## config.mk

```make
export PLATFORM = sky130hd
export DESIGN_NAME = alu_flags_unit
export DESIGN_NICKNAME = d
export VERILOG_FILES = /design/src/rtl/alu_pkg.sv /design/src/rtl/alu_decode.sv /design/src/rtl/alu_addsub.sv /design/src/rtl/alu_bitops.sv /design/src/rtl/alu_flag_reg.sv /design/src/rtl/alu_flags_unit.sv
export SDC_FILE = /design/constraint.sdc
export NUM_CORES = 1
export LEC_CHECK = 0
export CAP_MARGIN = 10
export CORE_ASPECT_RATIO = 1.5
export CORE_MARGIN = 5
export CORE_UTILIZATION = 45
export CTS_CLUSTER_DIAMETER = 100
export CTS_CLUSTER_SIZE = 28
export DETAILED_ROUTE_END_ITERATION = 8
export PLACE_DENSITY = 0.72
export SYNTH_ARGS = -nofsm -noshare
export SYNTH_HDL_FRONTEND = slang
export SYNTH_SLANG_ARGS = --single-unit
```

## constraint.sdc

```tcl
create_clock -name clk -period 5.59 [get_ports clk]
set_clock_uncertainty 0.1 [all_clocks]
set_input_delay 0.559 -clock clk [delete_from_list [all_inputs] [get_ports clk]]
set_output_delay 0.559 -clock clk [all_outputs]
set_load 0.005 [all_outputs]
```

## src/rtl/alu_pkg.sv

```systemverilog
`timescale 1ns/1ps
package alu_pkg;

   typedef enum logic [4:0] {
      OP_ADD  = 5'd0,
      OP_ADC  = 5'd1,
      OP_SUB  = 5'd2,
      OP_SBB  = 5'd3,
      OP_CMP  = 5'd4,
      OP_INC  = 5'd5,
      OP_DEC  = 5'd6,
      OP_NEG  = 5'd7,
      OP_AND  = 5'd8,
      OP_OR   = 5'd9,
      OP_XOR  = 5'd10,
      OP_TEST = 5'd11,
      OP_NOT  = 5'd12,
      OP_SHL  = 5'd13,
      OP_SHR  = 5'd14,
      OP_SAR  = 5'd15,
      OP_ROL  = 5'd16,
      OP_ROR  = 5'd17,
      OP_RCL  = 5'd18,
      OP_RCR  = 5'd19
   } alu_op_e;

   localparam int FLAG_N = 6;
   localparam int FL_CF  = 0;
   localparam int FL_PF  = 1;
   localparam int FL_AF  = 2;
   localparam int FL_ZF  = 3;
   localparam int FL_SF  = 4;
   localparam int FL_OF  = 5;

   localparam logic [FLAG_N-1:0] UPD_NONE  = 6'b000000;
   localparam logic [FLAG_N-1:0] UPD_ALL   = 6'b111111;
   localparam logic [FLAG_N-1:0] UPD_NOCF  = 6'b111110;
   localparam logic [FLAG_N-1:0] UPD_LOGIC = 6'b111011;
   localparam logic [FLAG_N-1:0] UPD_ROT   = 6'b100001;

   typedef enum logic {X_OPA, X_ZERO} xsel_e;
   typedef enum logic [1:0] {Y_OPB, Y_ONE, Y_OPA} ysel_e;

   typedef struct packed {
      logic              is_sub;
      logic              use_cf;
      xsel_e             xsel;
      ysel_e             ysel;
      logic              bit_unit;
      logic [FLAG_N-1:0] upd;
      logic              wb;
   } alu_ctl_t;

endpackage

```

## src/rtl/alu_decode.sv

```systemverilog
`timescale 1ns/1ps
module alu_decode
   import alu_pkg::*;
(
   input  logic [4:0] op,
   output alu_ctl_t   ctl
);

   always_comb begin
      ctl          = '0;
      ctl.xsel     = X_OPA;
      ctl.ysel     = Y_OPB;
      ctl.upd      = UPD_NONE;
      case (op)
         OP_ADD: begin
            ctl.upd = UPD_ALL;
            ctl.wb  = 1'b1;
         end
         OP_ADC: begin
            ctl.use_cf = 1'b1;
            ctl.upd    = UPD_ALL;
            ctl.wb     = 1'b1;
         end
         OP_SUB: begin
            ctl.is_sub = 1'b1;
            ctl.upd    = UPD_ALL;
            ctl.wb     = 1'b1;
         end
         OP_SBB: begin
            ctl.is_sub = 1'b1;
            ctl.use_cf = 1'b1;
            ctl.upd    = UPD_ALL;
            ctl.wb     = 1'b1;
         end
         OP_CMP: begin
            ctl.is_sub = 1'b1;
            ctl.upd    = UPD_ALL;
         end
         OP_INC: begin
            ctl.ysel = Y_ONE;
            ctl.upd  = UPD_NOCF;
            ctl.wb   = 1'b1;
         end
         OP_DEC: begin
            ctl.is_sub = 1'b1;
            ctl.ysel   = Y_ONE;
            ctl.upd    = UPD_NOCF;
            ctl.wb     = 1'b1;
         end
         OP_NEG: begin
            ctl.is_sub = 1'b1;
            ctl.xsel   = X_ZERO;
            ctl.ysel   = Y_OPA;
            ctl.upd    = UPD_ALL;
            ctl.wb     = 1'b1;
         end
         OP_AND, OP_OR, OP_XOR: begin
            ctl.bit_unit = 1'b1;
            ctl.upd      = UPD_LOGIC;
            ctl.wb       = 1'b1;
         end
         OP_TEST: begin
            ctl.bit_unit = 1'b1;
            ctl.upd      = UPD_LOGIC;
         end
         OP_NOT: begin
            ctl.bit_unit = 1'b1;
            ctl.wb       = 1'b1;
         end
         OP_SHL, OP_SHR, OP_SAR: begin
            ctl.bit_unit = 1'b1;
            ctl.upd      = UPD_LOGIC;
            ctl.wb       = 1'b1;
         end
         OP_ROL, OP_ROR, OP_RCL, OP_RCR: begin
            ctl.bit_unit = 1'b1;
            ctl.use_cf   = 1'b1;
            ctl.upd      = UPD_ROT;
            ctl.wb       = 1'b1;
         end
         default: begin
            ctl.upd = UPD_NONE;
            ctl.wb  = 1'b0;
         end
      endcase
   end

endmodule

```

## src/rtl/alu_addsub.sv

```systemverilog
`timescale 1ns/1ps
module alu_addsub #(
   parameter int DATA_W   = 16,
   parameter int NARROW_W = 8
) (
   input  logic              wide,
   input  logic              is_sub,
   input  logic              cin,
   input  logic [DATA_W-1:0] x,
   input  logic [DATA_W-1:0] y,
   output logic [DATA_W-1:0] sum,
   output logic              co,
   output logic              ac,
   output logic              ov
);

   localparam int XW = DATA_W + 1;
   localparam logic [DATA_W-1:0] FULL_M = '1;
   localparam logic [DATA_W-1:0] NARR_M = DATA_W'((64'd1 << NARROW_W) - 64'd1);

   logic [DATA_W-1:0] wm, xm, ym;
   logic [XW-1:0]     ext;
   logic              xs, ys, rs;

   assign wm = wide ? FULL_M : NARR_M;
   assign xm = x & wm;
   assign ym = y & wm;

   always_comb begin
      if (is_sub)
         ext = {1'b0, xm} - {1'b0, ym} - XW'(cin);
      else
         ext = {1'b0, xm} + {1'b0, ym} + XW'(cin);
   end

   assign sum = ext[DATA_W-1:0] & wm;
   // zero-extended operands: a borrow floods every upper bit, so one tap serves both
   assign co  = wide ? ext[DATA_W] : ext[NARROW_W];
   assign ac  = xm[4] ^ ym[4] ^ ext[4];

   assign xs  = wide ? xm[DATA_W-1] : xm[NARROW_W-1];
   assign ys  = wide ? ym[DATA_W-1] : ym[NARROW_W-1];
   assign rs  = wide ? sum[DATA_W-1] : sum[NARROW_W-1];
   assign ov  = is_sub ? ((xs != ys) && (rs != xs)) : ((xs == ys) && (rs != xs));

endmodule

```

## src/rtl/alu_bitops.sv

```systemverilog
`timescale 1ns/1ps
module alu_bitops
   import alu_pkg::*;
#(
   parameter int DATA_W   = 16,
   parameter int NARROW_W = 8
) (
   input  logic [4:0]        op,
   input  logic              wide,
   input  logic              cin,
   input  logic [DATA_W-1:0] a,
   input  logic [DATA_W-1:0] b,
   output logic [DATA_W-1:0] res,
   output logic              co,
   output logic              ov
);

   localparam logic [DATA_W-1:0] FULL_M = '1;
   localparam logic [DATA_W-1:0] NARR_M = DATA_W'((64'd1 << NARROW_W) - 64'd1);
   localparam logic [DATA_W-1:0] TOP_W  = DATA_W'(1) << (DATA_W - 1);
   localparam logic [DATA_W-1:0] TOP_N  = DATA_W'(1) << (NARROW_W - 1);

   logic [DATA_W-1:0] wm, tb, am, bm, shl, shr;
   logic              a_top, a_low, r_top, r_next;

   assign wm    = wide ? FULL_M : NARR_M;
   assign tb    = wide ? TOP_W : TOP_N;
   assign am    = a & wm;
   assign bm    = b & wm;
   assign a_top = |(am & tb);
   assign a_low = am[0];
   assign shl   = (am << 1) & wm;
   assign shr   = am >> 1;

   always_comb begin
      res = '0;
      co  = 1'b0;
      case (op)
         OP_AND, OP_TEST: res = am & bm;
         OP_OR:           res = am | bm;
         OP_XOR:          res = am ^ bm;
         OP_NOT:          res = ~am & wm;
         OP_SHL: begin res = shl;                        co = a_top; end
         OP_SHR: begin res = shr;                        co = a_low; end
         OP_SAR: begin res = shr | (a_top ? tb : '0);   co = a_low; end
         OP_ROL: begin res = shl | DATA_W'(a_top);      co = a_top; end
         OP_ROR: begin res = shr | (a_low ? tb : '0);   co = a_low; end
         OP_RCL: begin res = shl | DATA_W'(cin);        co = a_top; end
         OP_RCR: begin res = shr | (cin ? tb : '0);     co = a_low; end
         default: res = '0;
      endcase
      r_top  = |(res & tb);
      r_next = |(res & (tb >> 1));
      case (op)
         OP_SHL, OP_ROL, OP_RCL: ov = r_top ^ co;
         OP_SHR:                 ov = a_top;
         OP_ROR, OP_RCR:         ov = r_top ^ r_next;
         default:                ov = 1'b0;
      endcase
   end

endmodule

```

## src/rtl/alu_flag_reg.sv

```systemverilog
`timescale 1ns/1ps
module alu_flag_reg #(
   parameter int FLAG_W = 6
) (
   input  logic              clk,
   input  logic              rst_n,
   input  logic              we,
   input  logic [FLAG_W-1:0] upd,
   input  logic [FLAG_W-1:0] nxt,
   output logic [FLAG_W-1:0] q
);

   always_ff @(posedge clk) begin
      if (!rst_n)
         q <= '0;
      else if (we)
         q <= (q & ~upd) | (nxt & upd);
   end

endmodule

```

## src/rtl/alu_flags_unit.sv

```systemverilog
`timescale 1ns/1ps
module alu_flags_unit
   import alu_pkg::*;
#(
   parameter int DATA_W   = 16,
   parameter int NARROW_W = 8,
   parameter int PARITY_W = 8
) (
   input  logic              clk,
   input  logic              rst_n,
   input  logic              op_valid,
   input  logic [4:0]        op_code,
   input  logic              wide,
   input  logic [DATA_W-1:0] dst_a,
   input  logic [DATA_W-1:0] src_b,
   output logic [DATA_W-1:0] result,
   output logic              result_we,
   output logic [FLAG_N-1:0] flag_mask,
   output logic [FLAG_N-1:0] flags_q
);

   generate
      if (NARROW_W < PARITY_W || NARROW_W >= DATA_W) begin : g_bad_width
         $error("alu_flags_unit: need PARITY_W <= NARROW_W < DATA_W");
      end
      if (NARROW_W < 5) begin : g_bad_nibble
         $error("alu_flags_unit: auxiliary carry needs NARROW_W >= 5");
      end
   endgenerate

   alu_ctl_t          ctl;
   logic [DATA_W-1:0] x_in, y_in, s_res, b_res;
   logic              s_co, s_ac, s_ov, b_co, b_ov, cin;
   logic [FLAG_N-1:0] nxt_flags;
   logic [PARITY_W-1:0] par_chain;
   logic              zf, sf, pf;

   alu_decode u_dec (
      .op  (op_code),
      .ctl (ctl)
   );

   assign cin  = ctl.use_cf & flags_q[FL_CF];
   assign x_in = (ctl.xsel == X_ZERO) ? '0 : dst_a;

   always_comb begin
      case (ctl.ysel)
         Y_ONE:   y_in = DATA_W'(1);
         Y_OPA:   y_in = dst_a;
         default: y_in = src_b;
      endcase
   end

   alu_addsub #(.DATA_W(DATA_W), .NARROW_W(NARROW_W)) u_arith (
      .wide   (wide),
      .is_sub (ctl.is_sub),
      .cin    (cin),
      .x      (x_in),
      .y      (y_in),
      .sum    (s_res),
      .co     (s_co),
      .ac     (s_ac),
      .ov     (s_ov)
   );

   alu_bitops #(.DATA_W(DATA_W), .NARROW_W(NARROW_W)) u_bits (
      .op   (op_code),
      .wide (wide),
      .cin  (cin),
      .a    (dst_a),
      .b    (src_b),
      .res  (b_res),
      .co   (b_co),
      .ov   (b_ov)
   );

   assign result = ctl.bit_unit ? b_res : s_res;

   // parity over the low byte: ripple of xor taps, one per bit
   assign par_chain[0] = result[0];
   generate
      for (genvar i = 1; i < PARITY_W; i++) begin : g_par
         assign par_chain[i] = par_chain[i-1] ^ result[i];
      end
   endgenerate

   assign pf = ~par_chain[PARITY_W-1];
   assign zf = ~|result;
   assign sf = wide ? result[DATA_W-1] : result[NARROW_W-1];

   always_comb begin
      nxt_flags        = '0;
      nxt_flags[FL_CF] = ctl.bit_unit ? b_co : s_co;
      nxt_flags[FL_PF] = pf;
      nxt_flags[FL_AF] = s_ac;
      nxt_flags[FL_ZF] = zf;
      nxt_flags[FL_SF] = sf;
      nxt_flags[FL_OF] = ctl.bit_unit ? b_ov : s_ov;
   end

   assign flag_mask = op_valid ? ctl.upd : '0;
   assign result_we = op_valid & ctl.wb;

   alu_flag_reg #(.FLAG_W(FLAG_N)) u_flags (
      .clk   (clk),
      .rst_n (rst_n),
      .we    (op_valid),
      .upd   (ctl.upd),
      .nxt   (nxt_flags),
      .q     (flags_q)
   );

endmodule

```

==> out/results.tsv, run 1 <==
metric	value	unit
status	completed	
routed len/inst	19.14	microns
gr usage total	28.77	%
Worst path slowest cell	clkdlybuf4s50_1	
die area	11610	sq um
Top FF cell, synth	dfxtp_1	
critical path launch point type	input port	
first-pass GRT wire length	26230	microns
pwr/cell area	160.4	nW/um^2
worst-path fanout max	6	
CTS Buf Count	3	
Final ANT Viol Nets	0	
vias in the first global route	5641	
DRC violations left	0	
post-synth top area share	22.79	%
Initial Utilization	46.00	%
Sink Count	6	
Max Slew Vio Count	0	
CP Cell Sequence	clkdlybuf4s50_1 > nor3b_4 > nand3_1 > buf_4 > ha_1 > a21oi_1 > o21a_1 > inv_1 > fa_1 > inv_1 > ha_1 > nand4_1 > a31oi_1 > buf_4 > o211ai_1 > a31oi_2 > o41ai_2 > xnor2_1 > a21oi_1 > o22ai_1 > dlygate4sd2_1	
syn_area_per_cell	6.829	sq um
Arr. time, crit path	4.81	ns
cell family with most CP delay	compound AO/OA/AOI/OAI gates	
Mapped Nets	750	
total number of vias	5452	
Worst-Margin Slew	0.9534	ns
final setup margin	0.1168	ns
crit path kind	in2out	
num ports	70	
Max transition margin	36.44	%
placed cell areas	5722	sq um
Tmin final	5.473	ns
Clock transition at path regs	0.04	ns
detailed placer's ending HPWL	13600	microns
worst slack, placed	-0.3920	ns
critical path required time	4.93	ns
ys async rst share	0	%
HP Class	reg2reg	
die height	129.5	microns
Post-synth EDFFs	0	
Vias/cell	6.174	
crit path buf inv count	6	
Gate Count Post-Synth	627	
FP Rows	43	
Final Hold Fails	0	
Filler cells	858	
Final Cycle Share	97.91	%
post-synthesis register bit count	6	
H-tree depth reported by CTS	1	
number of setup violations in the final report	0	
post-synth cell types	80	
RePlAce Congestion	0.9765	
initial antenna violation count	0	
area grow syn2layout	39.22	%
finished layout cell area	5961	sq um
core box area	9308	sq um
total wire length	16900	microns
post-synthesis instance area	4282	sq um
Die Width	89.65	microns
Net count, final	896	
Longest Clk Path Bufs	2	
top cell type by total area after synthesis	ha_1	
Highest Clock Rate	0.1827	GHz
most numerous cell in the Yosys netlist	inv_1	
max cap viols	0	
Pleak	2.923	nW
drt initial violations	360	
CTS tree	built	
Warnings, synthesis	0	
max incr delay on CP	0.47	ns
diodes inserted	0	
clock root cell	clkbuf_16	
layout cells sized above 1	18.55	%
worst ir drop on vdd	0.1650	mV
total gr overflow	0	
crit end category	output pin	
sequential area share after synthesis	2.805	%
buffers added on ports	69	
Synth area leaders	ha_1 (23%), inv_1 (7.6%), nand2_1 (5.3%)	
largest net degree at the start of global routing	20	
router iterations before antenna repair	5	
Core Util, Final	64.04	%
clk_lat worst skew	0.23	ns
Post-synth top cells	inv_1 (87), ha_1 (78), nand2_1 (61)	
Power, Total	0.9559	mW
Setup TNS	0	ns
[layer usage]
layer  vias to the layer above  GRT usage (%)  part of all wire [%]
met5                         -              0                     0
met4                         0          19.54                   7.8
met3                       115          4.198                   7.6
met2                       309          53.19                    51
met1                      2503          28.31                    34
li1                       2525              -                     -
[placed cells by master (no fill, tap or decap), drive strengths merged, types with 7 or more instances in the layout]
cell type      Yosys  routed
nand3             19      19
a22o               7       7
a221oi            12      12
nor2              59      59
buf               16      99
inv               88      88
mux2i              9       9
ha                78      78
o22ai             11      11
o21a               8       8
xnor2             24      24
nor3              12      12
o211ai             8       8
a211oi             8       8
clkdlybuf4s50      0      64
o21ai             38      38
nand2             62      62
a21oi             37      37
[kinds of logic after synthesis]
logic type / after synthesis / share of synthesized area (%)
AOI/OAI and AO/OA: 186 / 30.45
muxes: 9 / 2.104
DFF: 6 / 2.805
buffers and inverters: 115 / 10.93
adders and majority gates: 82 / 24.66
and+or+nand+nor: 198 / 22.38
xor gates and xnor gates: 31 / 6.663
[final timing paths]
path | startpoint | slack (ns) | endpoint | cells after the start
worst min-delay path | flip-flop | 0.42 | flip-flop | 2
worst max register to register | flip-flop | 1.42 | flip-flop | 16
worst max-delay path | op_code[4] | 0.12 | result[15] | 21
worst min register to register | flip-flop | 0.42 | flip-flop | 2
[stage by stage]
step                      hold WS, ns  cells
after floorplan                0.3923    627
after global placement         0.3903    879
after detailed placement       0.4193    879
after CTS                      0.4249    882
after global routing           0.4345    883
final                          0.4208    883
[repair_timing]
| action | in CTS | in global routing |
|---|---|---|
| endpoints found under the hold margin | 0 | 0 |
| endpoints found under the setup margin | 8 | 9 |
| hold buffers | 0 | 0 |
| buffers inserted | 0 | 1 |
| pin swaps | 5 | 11 |
| resized for setup | 16 | 23 |
[worst reg2reg max path: cells and delay by family, from the launching register on]
kind / cells / cell delay, ns
AOI/OAI and AO/OA: 5 / 0.78
xor gates and xnor gates: 1 / 0.14
adders and majority gates: 2 / 0.68
buffers and inverters: 3 / 0.29
DFF: 1 / 0.35
muxes: 1 / 0.30
and+or+nand+nor: 4 / 1.44
[cell type report]
type	count	area [sq um]	area share, %
inverter	88	330.3	5.542
timing repair buffer	168	1446	24.27
sequential	6	120.1	2.015
clock buffer	3	75.07	1.259
tap	112	140.1	2.351
multi-input combinational	506	3849	64.57
[where the power goes]
part	total, mW	internal [mW]	switching [mW]
Sequential	0.0498	0.0471	0.00266
Combinational	0.787	0.390	0.397
Clock	0.119	0.0921	0.0266
Power figures use the tool's default switching activity.
==> run 2: changes to the inputs <==
--- a/config.mk
+++ b/config.mk
@@ -5,14 +5,14 @@
 export SDC_FILE = /design/constraint.sdc
 export NUM_CORES = 1
 export LEC_CHECK = 0
-export CAP_MARGIN = 10
-export CORE_ASPECT_RATIO = 1.5
+export CAP_MARGIN = 20
 export CORE_MARGIN = 5
 export CORE_UTILIZATION = 45
 export CTS_CLUSTER_DIAMETER = 100
 export CTS_CLUSTER_SIZE = 28
 export DETAILED_ROUTE_END_ITERATION = 8
-export PLACE_DENSITY = 0.72
+export DONT_BUFFER_PORTS = 1
+export PLACE_DENSITY = 0.62
 export SYNTH_ARGS = -nofsm -noshare
 export SYNTH_HDL_FRONTEND = slang
 export SYNTH_SLANG_ARGS = --single-unit
==> run 2 against run 1 <==
  * Power is 32% lower
  * Non-clock buffer count is 151 lower
  * Global-route usage is 2.5 points lower
  * Routed wire length is 9.8% lower
  * Cell count is 15% lower
  * Critical path type unchanged
  * Via count is 15% lower
  * Die area is 0.34% lower
  * Register-to-register slack worse by 0.11 ns
  * First-iteration DRC count is 1.9% lower
  * Worst hold slack worse by 0.048 ns
  * Design area is 25% lower
  * Clock power is 43% lower
==> out/results.tsv, run 2 (synthesized netlist as in run 1, its figures left out) <==
metric	value	unit	change
status	completed		
Pleak	2.162	nW	-26%
Final Cycle Share	93.51	%	-4.4 points
die area	11570	sq um	-0.34%
final setup margin	0.3628	ns	+0.2460 ns
Vias/cell	6.219		+0.72%
wl on met1	6118	microns	+7.6%
buffers added on ports	0		-100%
worst ir drop on vdd	0.1666	mV	+0.98%
max layer used	met4		
crit path kind	in2out		
CTS Buf Count	3		unchanged
HP Class	in2reg		
met2 routed WL	7208	microns	-16%
die height	107.5	microns	-17%
gr usage total	26.23	%	-2.5 points
# hold bufs at CTS	0		unchanged
critical path required time	4.93	ns	about the same
Arr. time, crit path	4.57	ns	-0.24 ns
Final Hold Fails	0		unchanged
# placed instances	746		-15%
total wire length	15240	microns	-9.8%
most common cell after layout, fill and taps aside	inv_1		
core box area	9240	sq um	-0.73%
max cap viols	0		unchanged
Clk pwr share	10.3	%	-2.1 points
Non-Filler Instances	749		-15%
Sequential Power Share	7.7	%	+2.5 points
crit end category	output pin		
worst-path fanout max	18		+12
clk_lat worst skew	0.23	ns	about the same
largest net degree at the start of global routing	31		+55%
pwr/cell area	145.8	nW/um^2	-9.1%
Highest Clock Rate	0.1913	GHz	+4.7%
Longest Clk Path Bufs	2		unchanged
Final ANT Viol Nets	0		unchanged
Net Sw Power	0.3381	mW	-21%
Switching Share	51.70	%	+7.1 points
Clock transition at path regs	0.04	ns	about the same
CTS tree	built		
number of setup violations in the final report	0		unchanged
Power, Total	0.6539	mW	-32%
commonest non-fill, non-tap cells in the layout	inv_1 (87), ha_1 (78), nand2_1 (61), nor2_1 (59), a21oi_1 (37)		
worst slack, placed	0.2984	ns	+0.6904 ns
Net count, final	745		-17%
FP Rows	35		-19%
Internal Power	0.3158	mW	-40%
DRC violations left	0		unchanged
Logic pwr share	82.0	%	-0.4 points
Tmin final	5.227	ns	-0.2460 ns
Worst-Margin Slew	1.042	ns	+0.08891 ns
setup repair bufs after CTS	0		unchanged
Max transition margin	28.72	%	-7.7 points
drt initial violations	353		-1.9%
Met3 Routed Length	1353	microns	+5.1%
Core Util, Final	48.54	%	-15 points
Multi-input gate area	3705	sq um	-3.7%
Sink Count	6		unchanged
diodes inserted	0		unchanged
initial antenna violation count	0		unchanged
cts repair resizes	0		-16
critical path launch point type	input port		
vias in the first global route	4484		-21%
register area	120.1	sq um	unchanged
total gr overflow	0		unchanged
layout cells sized above 1	5.968	%	-13 points
first-pass GRT wire length	24180	microns	-7.8%
Setup TNS	0	ns	unchanged
RSZ-0062 raised after global routing	no		
num ports	70		unchanged
router iterations before antenna repair	5		unchanged
area grow syn2layout	4.763	%	
RePlAce Congestion	0.9571		-2.0%
Initial Utilization	46.34	%	+0.34 points
Die Width	107.5	microns	+20%
clock root cell	clkbuf_8		
H-tree depth reported by CTS	1		unchanged
routed len/inst	20.35	microns	+6.3%
total number of vias	4658		-15%
detailed placer's ending HPWL	12300	microns	-9.6%
Filler cells	964		+12%
Max Slew Vio Count	0		unchanged
## run 2: worst max-delay path: stages
cell	delay (ns)
nor3b_2	0.28
nand3_1	0.14
inv_1	0.09
ha_1	0.24
buf_4	0.20
nor2b_1	0.45
a22o_1	0.28
ha_1	0.31
ha_1	0.39
a21oi_1	0.26
o211ai_1	0.15
o2111ai_1	0.16
a31oi_1	0.15
o41ai_1	0.35
xnor2_1	0.20
a21oi_1	0.10
o22ai_1	0.23
## run 2: metal layers
| metal | vias up | global-route usage [%] |
|---|---|---|
| met2 | 251 | 45.74 |
| met3 | 44 | 3.779 |
| li1 | 2225 | - |
| met1 | 2138 | 32.71 |
| met4 | 0 | 9.107 |
| met5 | - | 0 |
## run 2: per-stage QoR
| step | cell area (sq um) | hold WS [ns] |
|---|---|---|
| after floorplan | 4282 | 0.3923 |
| after global placement | 4444 | 0.4248 |
| after detailed placement | 4444 | 0.4324 |
| after CTS | 4486 | 0.3716 |
| after global routing | 4486 | 0.3796 |
| final | 4486 | 0.3732 |
## run 2: final timing paths
kind                            startpoint          to  slack [ns]  depth (start not counted)
worst max-delay path            op_code[3]  result[15]        0.36                         17
worst min-delay path                 rst_n   flip-flop        0.37                          1
worst max register to register   flip-flop   flip-flop        1.31                         15
worst min register to register   flip-flop   flip-flop        0.45                          2
## run 2: area by class of cell
| cell class | instances | share of cell area [%] |
|---|---|---|
| clock buffers | 3 | 0.9205 |
| inverters | 88 | 7.364 |
| multi-input cells | 506 | 82.59 |
| flip-flops and latches | 6 | 2.678 |
| well taps | 129 | 3.598 |
| repair buffers | 17 | 2.845 |
## run 2: power by group through the flow
stage                     sequential [mW]  combinational [mW]  clock (mW)
final                              0.0505               0.536      0.0675
after global routing               0.0509               0.592      0.0707
after CTS                          0.0506               0.534      0.0680
after detailed placement           0.0512               0.530           0
after global placement             0.0514               0.524           0
after floorplan                    0.0500               0.405           0
